`config.mk`:
```
export PLATFORM = sky130hd
export DESIGN_NAME = ems_window_mapper
export DESIGN_NICKNAME = d
export VERILOG_FILES = /design/src/rtl/ems_map_pkg.sv /design/src/rtl/ems_regs.sv /design/src/rtl/ems_window.sv /design/src/rtl/ems_window_mapper.sv
export SDC_FILE = /design/constraint.sdc
export NUM_CORES = 1
export LEC_CHECK = 0
export BUFFER_PORTS_ARGS = -buffer_cell sky130_fd_sc_hd__buf_2
export CAP_MARGIN = 10
export CELL_PAD_IN_SITES_DETAIL_PLACEMENT = 0
export CELL_PAD_IN_SITES_GLOBAL_PLACEMENT = 1
export CORE_ASPECT_RATIO = 1.25
export CORE_UTILIZATION = 46
export DETAILED_ROUTE_END_ITERATION = 12
export GPL_TIMING_DRIVEN = 0
export PLACE_DENSITY_LB_ADDON = 0.3
export SLEW_MARGIN = 20
export SYNTH_ARGS = -nofsm -noshare
export SYNTH_HDL_FRONTEND = slang
export SYNTH_HIERARCHICAL = 1
export SYNTH_SLANG_ARGS = --single-unit
```
`constraint.sdc`:
```
create_clock -name clk_i -period 9.6 [get_ports clk_i]
set_input_delay 1.92 -clock clk_i [delete_from_list [all_inputs] [get_ports clk_i]]
set_output_delay 1.92 -clock clk_i [all_outputs]
set_load 0.005 [all_outputs]
```
`src/rtl/ems_map_pkg.sv`:
```
package ems_map_pkg;
  localparam int NWIN     = 4;
  localparam int DW       = 8;
  localparam int IO_AW    = 16;
  localparam int WIN_SH   = 14;
  localparam int NUM_W    = 5;
  localparam int IDX_W    = NWIN;
  localparam logic [IO_AW-1:0] REG_PORT = 16'h0208;
  localparam logic [DW-1:0] PAGE_RST  = 8'h7F;
  localparam logic [DW-1:0] CTRL_ON   = 8'h80;
  localparam logic [DW-1:0] IDLE_DATA = 8'hFF;
  localparam int PAGE_ORG  = 'hA0000;
  localparam int ROMEXT_MIN = 3;
endpackage

```
`src/rtl/ems_regs.sv`:
```
module ems_regs
  import ems_map_pkg::*;
(
  input  logic                 clk_i,
  input  logic                 rst_ni,
  input  logic                 en_i,
  input  logic [IO_AW-1:0]     io_addr_i,
  input  logic                 io_wr_i,
  input  logic [DW-1:0]        io_wdata_i,
  output logic [DW-1:0]        io_rdata_o,
  output logic [NWIN-1:0]      win_en_o,
  output logic [NWIN*NUM_W-1:0] win_num_o,
  output logic [IDX_W-1:0]     base_idx_o
);
  localparam int GRP_W = $clog2(NWIN);

  logic [DW-1:0] page_q [NWIN];
  logic [DW-1:0] ctrl_q [NWIN];
  logic          sel;
  logic [GRP_W-1:0] grp;

  assign sel = en_i && (io_addr_i[13:1] == REG_PORT[13:1]);
  assign grp = io_addr_i[IO_AW-1 -: GRP_W];

  for (genvar g = 0; g < NWIN; g++) begin : g_pair
    always_ff @(posedge clk_i or negedge rst_ni) begin
      if (!rst_ni) begin
        page_q[g] <= PAGE_RST;
        ctrl_q[g] <= (g == NWIN-1) ? '0 : CTRL_ON;
      end else if (sel && io_wr_i && grp == GRP_W'(g)) begin
        if (io_addr_i[0]) ctrl_q[g] <= io_wdata_i;
        else              page_q[g] <= io_wdata_i;
      end
    end
    assign win_en_o[g]                = page_q[g][7];
    assign win_num_o[g*NUM_W +: NUM_W] = {page_q[g][6], page_q[g][3:0]};
    assign base_idx_o[g]              = ctrl_q[g][7];
  end

  always_comb begin
    io_rdata_o = IDLE_DATA;
    if (sel) io_rdata_o = io_addr_i[0] ? ctrl_q[grp] : page_q[grp];
  end
endmodule

```
`src/rtl/ems_window.sv`:
```
module ems_window
  import ems_map_pkg::*;
#(
  parameter int WIN_IDX = 0,
  parameter int CPU_AW  = 20,
  parameter int PHYS_AW = 21
) (
  input  logic               en_i,
  input  logic [NUM_W-1:0]   num_i,
  input  logic [IDX_W-1:0]   base_idx_i,
  input  logic [CPU_AW-1:0]  cpu_addr_i,
  output logic               hit_o,
  output logic [PHYS_AW-1:0] phys_o
);
  localparam int SLOT_W = CPU_AW - WIN_SH;
  logic [IDX_W-1:0]  sum;
  logic [SLOT_W-1:0] slot;

  // bits 3:2 of (index + 4 - i) pick the 64 KB bank, i picks the 16 KB slot in it
  assign sum  = base_idx_i + IDX_W'(NWIN - WIN_IDX);
  assign slot = {2'b11, sum[3:2], 2'(WIN_IDX)};
  assign hit_o = en_i && (cpu_addr_i[CPU_AW-1:WIN_SH] == slot);

  assign phys_o = PHYS_AW'(PAGE_ORG)
                + (PHYS_AW'(num_i[3:0]) << WIN_SH)
                + (PHYS_AW'(num_i[4]) << 18)
                + PHYS_AW'(cpu_addr_i[WIN_SH-1:0]);
endmodule

```
`src/rtl/ems_window_mapper.sv`:
```
module ems_window_mapper
  import ems_map_pkg::*;
#(
  parameter int CPU_AW  = 20,
  parameter int PHYS_AW = 21
) (
  input  logic               clk_i,
  input  logic               rst_ni,
  input  logic               ram_big_i,
  input  logic [PHYS_AW-1:0] ram_limit_i,
  input  logic [IO_AW-1:0]   io_addr_i,
  input  logic               io_wr_i,
  input  logic [DW-1:0]      io_wdata_i,
  output logic [DW-1:0]      io_rdata_o,
  input  logic [CPU_AW-1:0]  mem_addr_i,
  input  logic               mem_we_i,
  input  logic [DW-1:0]      ram_rdata_i,
  output logic [PHYS_AW-1:0] phys_addr_o,
  output logic               win_hit_o,
  output logic               ram_we_o,
  output logic [DW-1:0]      mem_rdata_o,
  output logic               romext_en_o
);
  logic [NWIN-1:0]       win_en;
  logic [NWIN*NUM_W-1:0] win_num;
  logic [IDX_W-1:0]      base_idx;
  logic [NWIN-1:0]       hit;
  logic [PHYS_AW-1:0]    wphys [NWIN];
  logic                  in_ram;

  ems_regs u_regs (
    .clk_i, .rst_ni,
    .en_i      (ram_big_i),
    .io_addr_i, .io_wr_i, .io_wdata_i, .io_rdata_o,
    .win_en_o  (win_en),
    .win_num_o (win_num),
    .base_idx_o(base_idx)
  );

  for (genvar w = 0; w < NWIN; w++) begin : g_win
    ems_window #(.WIN_IDX(w), .CPU_AW(CPU_AW), .PHYS_AW(PHYS_AW)) u_win (
      .en_i      (win_en[w]),
      .num_i     (win_num[w*NUM_W +: NUM_W]),
      .base_idx_i(base_idx),
      .cpu_addr_i(mem_addr_i),
      .hit_o     (hit[w]),
      .phys_o    (wphys[w])
    );
  end

  // lowest-numbered window wins
  always_comb begin
    phys_addr_o = PHYS_AW'(mem_addr_i);
    for (int w = NWIN-1; w >= 0; w--)
      if (hit[w]) phys_addr_o = wphys[w];
  end

  assign win_hit_o   = |hit;
  assign in_ram      = phys_addr_o < ram_limit_i;
  assign ram_we_o    = mem_we_i && in_ram;
  assign mem_rdata_o = in_ram ? ram_rdata_i : IDLE_DATA;
  assign romext_en_o = base_idx >= IDX_W'(ROMEXT_MIN);
endmodule

```
# == Word-level counts from Yosys, hierarchy flattened ==
# Cells that the tools add are included.
# Widths: inputs -> output; s select.
# word_totals
latchBits,0
rom_bits,0
ram_bits,0
output_inout_bits,40
memories,0
ff_bits,64
# classes
n_addsub,16
n_reduce_logical,21
eq_ne,8
shift,0
n_div,0
n_bitwise,2
multipliers,0
n_lt_le_gt_ge,3
mux,13
# ops
operator,n
$add 20x18->21 const A,4
$add 21x14->21,4
$add 21x19->21,4
$mux 21,4
$mux 8,7
$bmux 8 s2,2
$eq 6x6->1,4
$lt 21x21->1,1
$reduce_and 2->1,8
$eq 13x9->1 const B,1
$logic_and 1x1->1,11
$add 4x2->4 const B,2
$add 4x1->4 const B,1
$add 4x3->4 const B,1
$eq 2x2->1 const B,2
$ge 4x2->1 const B,1
$reduce_or 4->1,1
$ge 3x3->1 const B,1
$not 2->3,1
$eq 2x1->1 const B,1
$logic_not 2->1,1
$not 1->1,1

# == Longest topological paths before layout ==
# Gate-level depths: netlist of the first run.
# depth
word_depth,9
mapped_depth,16
depth_no_buf,13

# == Modules after synthesis ==
# The synthesis of the first run kept the hierarchy.
# by_module_without_submodules
mod,n_inst,area_each_um2,cells_per_inst
ems_regs,1,3303.2,216
ems_window_mapper,1,1451.4,229
ems_window (g_win[1].u_win),1,222.7,31
ems_window (g_win[3].u_win),1,222.7,30
ems_window (g_win[2].u_win),1,211.5,25
ems_window (g_win[0].u_win),1,192.7,27

# == Least setup slack after synthesis of the first run ==
# OpenSTA, ideal clock, no wires.
# synth_timing
path_kind,in2out
startpoint,input mem_addr_i[17]
endpoint,output mem_rdata_o[0]
required_ps,7680
arrival_time_ps,4778
slack_ps,2902
path_buffers,2
cell_stages,15
cell_sequence,xnor2_1 mux2_1 a21oi_2 buf_4 buf_2 mux2i_1 o21ai_0 mux2i_1 o21ai_0 ha_1 a41oi_1 o21ai_0 a221oi_1 nand4_2 or2_1
# synth_via
elab_chain_cells,8
elab_cells_between_ends,14
classes_between,1 x order compare; 4 x eq/ne; 5 x mux; 4 x reduce/logical
# synth_rtl
item,line_no,rtl
"start, declared",ems_window_mapper.sv:15,"input logic [CPU_AW-1:0] mem_addr_i,"
$eq 6x6->1,ems_window.sv:22,assign hit_o = en_i && (cpu_addr_i[CPU_AW-1:WIN_SH] == slot);
$logic_and 1x1->1,ems_window.sv:22,
via hit[3],ems_window_mapper.sv:27,logic [NWIN-1:0] hit;
$mux 21 (4 in a row),ems_window_mapper.sv:55,if (hit[w]) phys_addr_o = wphys[w];
via phys_addr_o[8],ems_window_mapper.sv:18,"output logic [PHYS_AW-1:0] phys_addr_o,"
$lt 21x21->1,ems_window_mapper.sv:59,assign in_ram = phys_addr_o < ram_limit_i;
$mux 8,ems_window_mapper.sv:61,assign mem_rdata_o = in_ram ? ram_rdata_i : IDLE_DATA;
"end, declared",ems_window_mapper.sv:21,"output logic [DW-1:0] mem_rdata_o,"
# The timed path passes the listed nets, and every way through them passes these cells.

# == Worst setup path after layout of the first run ==
# layout_timing
startpoint,input mem_addr_i[17]
endpoint,output mem_rdata_o[1]
# layout_via
elab_cells_between_ends,14
classes_between,1 x order compare; 4 x eq/ne; 5 x mux; 4 x reduce/logical
# layout_rtl
item,line_no
$eq 6x6->1,ems_window.sv:22
$logic_and 1x1->1,ems_window.sv:22
via hit[2],ems_window_mapper.sv:27
$mux 21 (3 in a row),ems_window_mapper.sv:55
$lt 21x21->1,ems_window_mapper.sv:59
$mux 8,ems_window_mapper.sv:61
# The timed path passes the listed nets, and every way through them passes these cells.

==> results of run 1 <==
-- cells in the final DEF, fill, tap and decap left out, types with 3 or more instances in the layout --
| cell type | instances |
|---|---|
| o21ai_0 | 33 |
| o21ai_1 | 10 |
| mux2_2 | 64 |
| buf_6 | 3 |
| nand4_1 | 8 |
| mux2i_1 | 48 |
| or2_1 | 8 |
| dfstp_2 | 31 |
| xnor2_1 | 5 |
| clkbuf_16 | 9 |
| nor2b_1 | 3 |
| dfrtp_1 | 33 |
| nand2_1 | 57 |
| inv_1 | 31 |
| ha_1 | 25 |
| nand3_1 | 5 |
| mux4_2 | 16 |
| buf_2 | 124 |
| nor2_1 | 10 |
| buf_4 | 101 |
| nor4b_1 | 3 |
| clkbuf_1 | 15 |
| a21oi_1 | 10 |
-- synth_stat cells (2+ instances only) --
library cell  instances
nand3_4               2
buf_6                 3
dfstp_2              31
ha_1                 25
nor2b_1               3
o21ai_0              33
nor4b_1               3
and4_1                2
xnor2_1               5
nand4b_1              2
and3_1                2
clkbuf_1             10
nand4_2               2
nand2_1              57
inv_1                31
nand4_1               8
mux4_2               16
nand3_1               5
and3b_2               2
a21oi_1              10
nor2_1               10
or2_2                 2
buf_2                 8
buf_4               100
mux2_2               64
mux2i_1              48
or2_1                 8
dfrtp_1              33
o21ai_1              10
nand2b_1              2
-- power breakdown --
part	switching, mW	internal [mW]	total [mW]
Clock	0.104	0.189	0.293
Combinational	0.0507	0.0511	0.102
Sequential	0.0000306	0.271	0.271
-- critical path, cell delays in order --
cell      delay [ns]
buf_2           0.17
xor3_1          0.25
nor4_2          0.47
clkbuf_1        0.43
nand2_1         0.10
o21ai_0         0.09
mux2i_1         0.09
o21ai_0         0.50
ha_1            0.36
nand4_1         0.16
nor3_1          0.06
a221oi_1        0.41
nand4_2         0.26
or2_1           0.27
buf_2           0.13
-- metal layers --
layer	vias up	share of wire [%]
met3	21	4.2
met5	-	0
met4	0	2.1
met1	2065	41
met2	127	53
li1	2127	-
-- cells by family (layout without fill, tap and decap cells) --
family | Yosys count | count (layout) | share of synthesized area [%]
AND/OR/NAND/NOR | 118 | 118 | 11.6
AO/OA/AOI/OAI | 62 | 62 | 6.27
multiplexers | 129 | 129 | 28.1
adder cells (fa/ha/maj) | 25 | 25 | 5.58
flip-flops | 64 | 64 | 29.3
XOR/XNOR | 7 | 7 | 1.36
buffers and inverters | 153 | 286 | 17.8
-- per-stage QoR --
stage	hold WS, ns	worst slack [ns]	instances
4_1_cts	0.503	1.88	852
3_5_place_dp	0.493	1.89	836
6_report	0.500	2.01	852
2_1_floorplan	0.474	2.90	558
5_1_grt	0.527	1.67	852
3_3_place_gp	0.481	1.96	836
-- layout make-up --
| type | instances | area (µm²) | share of cell area, % |
|---|---|---|---|
| Multi-Input combinational cell | 341 | 2970 | 44.5 |
| Timing Repair Buffer | 117 | 588 | 8.82 |
| Buffer | 122 | 882 | 13.2 |
| Tap cell | 161 | 201 | 3.02 |
| Sequential cell | 64 | 1640 | 24.6 |
| Inverter | 31 | 116 | 1.75 |
| Clock buffer | 16 | 272 | 4.07 |
-- worst paths after layout --
check	start	end	slack, ns	depth (start not counted)
setup / recovery	mem_addr_i[17]	mem_rdata_o[1]	2.01	15
hold / removal	u_regs/ctrl_q[13]	u_regs/ctrl_q[13]	0.50	1
setup reg to reg	u_regs/base_idx_o[3]	u_regs/base_idx_o[3]	8.81	1
hold reg to reg	u_regs/ctrl_q[13]	u_regs/ctrl_q[13]	0.50	1
max in group asynchronous	rst_ni	u_regs/base_idx_o[3]	7.40	1
min in group asynchronous	rst_ni	u_regs/ctrl_q[12]	1.66	1
-- flip-flops by register name (all words and copies together), names as in the netlist --
name,count
u_regs/base_idx_o,4
u_regs/ctrl_q,28
u_regs/win_en_o,4
u_regs/win_num_o,20
u_regs/page_q,8
==> run metrics, run 1 <==
status=finished clean; Setup Skew=0 ns; Worst-Margin Slew=slightly below 0.8 ns; CTS resizes=0; Synth area leader=dfrtp_1; ant diodes=0; GRT Residual Overflow=0; Initial Util=47.8%; Area Overhead vs Synth=18.9%; Avg Vias per Cell=5.09; Port-buffer cells=approximately 120; PnR Total Power=between 600 and 700 µW; Slew Viols, Final=0; DRT Pass-1 Iters=4; Avg Cell Area, Syn=10.0 µm²; Power Density=between 90 and 100 nW/µm²; leakage power=between 3 and 4 nW; routed vias=between 4000 and 5000; Fin Setup TNS=0 ns; worst-path fanout max=10; fin crit period=7.59 ns; Placed Area=6390 µm²; Root Driver=clkbuf_16; final instance area=6670 µm²; Cells after Synth=558; ys async rst share=100%; Max Cap Violations=0; Final Core Density=56.8%; die area=about 13000 µm²; max_slew headroom=47.4%; Synth Register Bits=64; pin count of the biggest net entering global routing=65; Crit. End Element=output port; Clock transition at path regs=0.05 ns; Post-synth EDFFs=0; Hold Path Class=reg -> reg; Fmax achieved=132 MHz; met1 GRT Util=25.8%; GRT busiest layer=met2; CTS tree=done; Max Buffers Root-to-Sink=2; GRT Total Usage=22.3%; met2 GRT Util=41.0%; total wire length=about 13000 µm; crit path DAT=5.67 ns; first-pass GRT wire length=between 20000 and 25000 µm; post-DP HPWL=about 10000 µm; post-synth top area share=14.7%; Die Y=125 µm; Final Hold Vio Count=0; area of the core=11700 µm²; RSZ-0062 raised after global routing=false; synth warn=6; met3 usage=2.57%; Ports=between 100 and 150; Post-Syn Nets=661; Post-DRT Antenna Nets=0; Area contributors post-synth=dfrtp_1 (15%), dfstp_2 (15%), buf_4 (13%); Final period util=79.0%; hold_buf cts=0; H-tree depth=3; drt drc=0; Mapped Area=5600 µm²; maximum vdd ir drop=0.103 mV; CTS Buf Count=9; initial antenna violation count=0; gpl congestion=0.801; WL/cell=roughly 16 µm; share of layout cells above drive strength 1=between 50% and 60%; prevailing post-synth register cell=dfrtp_1; Skew-Pair Late Insertion Delay=0.33 ns; CP required=7.68 ns; register area share after synthesis=29.3%; Setup Fix Bufs, Post-CTS=0; # setup viols final=0; # rows=44; DR iter-0 viols=138; fin nets=789; clock sink count=64; Crit Path Class=in -> out; vias in the first global route=about 4400; Netlist cell types=between 50 and 60; fill count=1049; startpoint types=input port; DIE WIDTH=101 µm
No activity file was read; power rests on OpenSTA's default activity.
==> inputs of run 2 (changes only) <==
Settings changed: CORE_UTILIZATION 46 to 39.
Clock period 9.6 ns to 6.9 ns, I/O delays scaled along.
==> run 2 against run 1 <==
Effect of this change: global-route usage shrank 2.4 points; die area grew 18%; non-clock buffer count is the same; critical path depth is the same; hold slack lost 0.0037 ns; first-iteration DRC count shrank 13%; final cell count grew 1.6%; setup slack lost 1.6 ns; design area grew 0.13%; core utilization shrank 8.9 points; via count shrank 0.58%; sequential power grew 39%.
==> run metrics, run 2 (synthesis results as in run 1) <==
DRT Pass-1 Iters=6 (+2); Max Buffers Root-to-Sink=2 (unchanged); # setup viols final=0 (unchanged); Setup Fix Bufs, Post-CTS=0 (unchanged); area of the core=13900 µm² (+19%); Final Core Density=47.9% (-8.9 points); die area=14900 µm² (+18%); CTS Buf Count=9 (unchanged); Setup Slack @ Placement=0.326 ns (-1.56 ns); hold_buf cts=0 (unchanged); vias in the first global route=4513 (+2.7%); Buf+Inv Stages, Crit Path=3 (unchanged); pin count of the biggest net entering global routing=65 (unchanged); Post-DRT Antenna Nets=0 (unchanged); DIE WIDTH=109 µm (+8.4%); CTS resizes=0 (unchanged); Max Cap Violations=0 (unchanged); Worst-Margin Slew=0.794 ns (+0.00508 ns); share of layout cells above drive strength 1=52.8% (unchanged); H-tree depth=3 (unchanged); fin nets=789 (unchanged); Clock transition at path regs=0.05 ns (about the same); max reg flops=28 (unchanged); drt drc=0 (unchanged); GRT Total Usage=19.9% (-2.4 points); Setup Skew=0 ns (unchanged); Die Y=136 µm (+8.5%); CP required=5.52 ns (-2.16 ns); Crit. End Element=output port; crit path DAT=5.15 ns (-0.52 ns); CTS tree=done; Fin Setup TNS=0 ns (unchanged); # rows=48 (+9.1%); startpoint types=input port; Biggest register=u_regs/ctrl_q; max_slew headroom=47.0% (-0.34 points); DR iter-0 viols=120 (-13%); worst-path fanout max=10 (unchanged); cell breakdown of the critical path=buf_2 > xor3_1 > nor4_2 > clkbuf_1 > nand2_1 > o21ai_0 > mux2i_1 > o21ai_0 > ha_1 > nand2_1 > o21ai_0 > a221oi_1 > nand4_2 > or2_1 > buf_2; Avg Vias per Cell=4.98 (-2.2%); Root Driver=clkbuf_16; Power Density=138 nW/µm² (+38%); Skew-Pair Late Insertion Delay=0.32 ns (about the same); Crit Path Class=in -> out; commonest non-fill, non-tap cell in the layout=buf_2; Inst Count DP=850 (+1.7%); gpl congestion=0.924 (+15%); total wire length=13900 µm (+5.0%); hold depth=1 (unchanged); Initial Util=40.2% (-7.6 points); Critical Path Slowest Stage Cell=o21ai_0; worst reg-to-reg path cell count=1 (unchanged); clock sink count=64 (unchanged); FF-to-FF setup slack=6.12 ns (-2.69 ns); first-pass GRT wire length=22500 µm (+4.0%); Hold Path Class=reg -> reg; GRT Residual Overflow=0 (unchanged); status=finished clean; Critical Path Max Stage Delay=0.58 ns (+0.08 ns); leakage power=3.17 nW (-0.10%); reg2reg start=u_regs/win_en_o[1]; RSZ-0062 raised after global routing=false; most frequent cells in the layout=buf_2 (124), buf_4 (101), mux2_2 (64), nand2_1 (57), mux2i_1 (48); HP Start=u_regs/ctrl_q[4]; Critical R2R Capture=u_regs/win_en_o[1]; ant diodes=0 (unchanged); PnR Total Power=920 µW (+38%); fin crit period=6.53 ns; Area Overhead vs Synth=19.1%; WL/cell=16.0 µm (+3.3%); number of cells on the critical path=15 (unchanged); Non-Filler Instances=866 (+1.6%); Fmax achieved=153 MHz; initial antenna violation count=0 (unchanged); Most common cell on crit path=o21ai_0; Min-Delay Endpoint=u_regs/ctrl_q[4]; Final period util=between 90% and 100%; Final Hold Vio Count=0 (unchanged); Ports=118 (unchanged); maximum vdd ir drop=0.163 mV (+58%); Final WS setup=0.370 ns (-1.64 ns); routed vias=4315 (-0.58%); Port-buffer cells=117 (unchanged); Top Family by Delay on Critical Path=simple AND/OR/NAND/NOR gates; Slew Viols, Final=0 (unchanged); post-DP HPWL=10800 µm (+5.0%)
run 2: cell count changes in the layout (fill, tap and decap cells not counted):
cell / delta
clkbuf_8: -1
clkinv_2: +1
run 2: report_power, final:
group	switching, mW	internal [mW]
Sequential	0.0000416	0.377
Combinational	0.0720	0.0712
Clock	0.147	0.252
Total	0.219	0.701
run 2: routing by layer:
layer,vias to the layer above,wire (µm),track usage (%)
met3,25,725,2.92
li1,2114,-,-
met2,134,7300,37.4
met1,2042,5510,22.0
met4,0,347,8.00
met5,-,0,0
run 2: layout make-up:
| type | count | area, µm² |
|---|---|---|
| well taps | 175 | 219 |
| inverters | 31 | 116 |
| flip-flops and latches | 64 | 1640 |
| repair buffers | 117 | 588 |
| multi-input cells | 341 | 2970 |
| clock buffers | 15 | 258 |
| fillers | 1344 | 7260 |
| plain buffers | 122 | 882 |
| clock inverters | 1 | 5.00 |
run 2: worst max-delay path by stage:
stage / from / end / slack, ns
CTS: mem_addr_i[17] / mem_rdata_o[0] / 0.33
global route: mem_addr_i[17] / mem_rdata_o[0] / 0.09
finish: mem_addr_i[17] / mem_rdata_o[0] / 0.37
detailed placement: mem_addr_i[17] / mem_rdata_o[0] / 0.33
global placement: mem_addr_i[17] / mem_rdata_o[0] / 0.43
floorplan: mem_addr_i[17] / mem_rdata_o[0] / 1.28
run 2: per-stage QoR:
step	hold slack (ns)	area, µm²
after floorplan	0.474	5600
after global placement	0.481	6410
after detailed placement	0.490	6410
after CTS	0.502	6670
after global routing	0.515	6670
final	0.497	6670
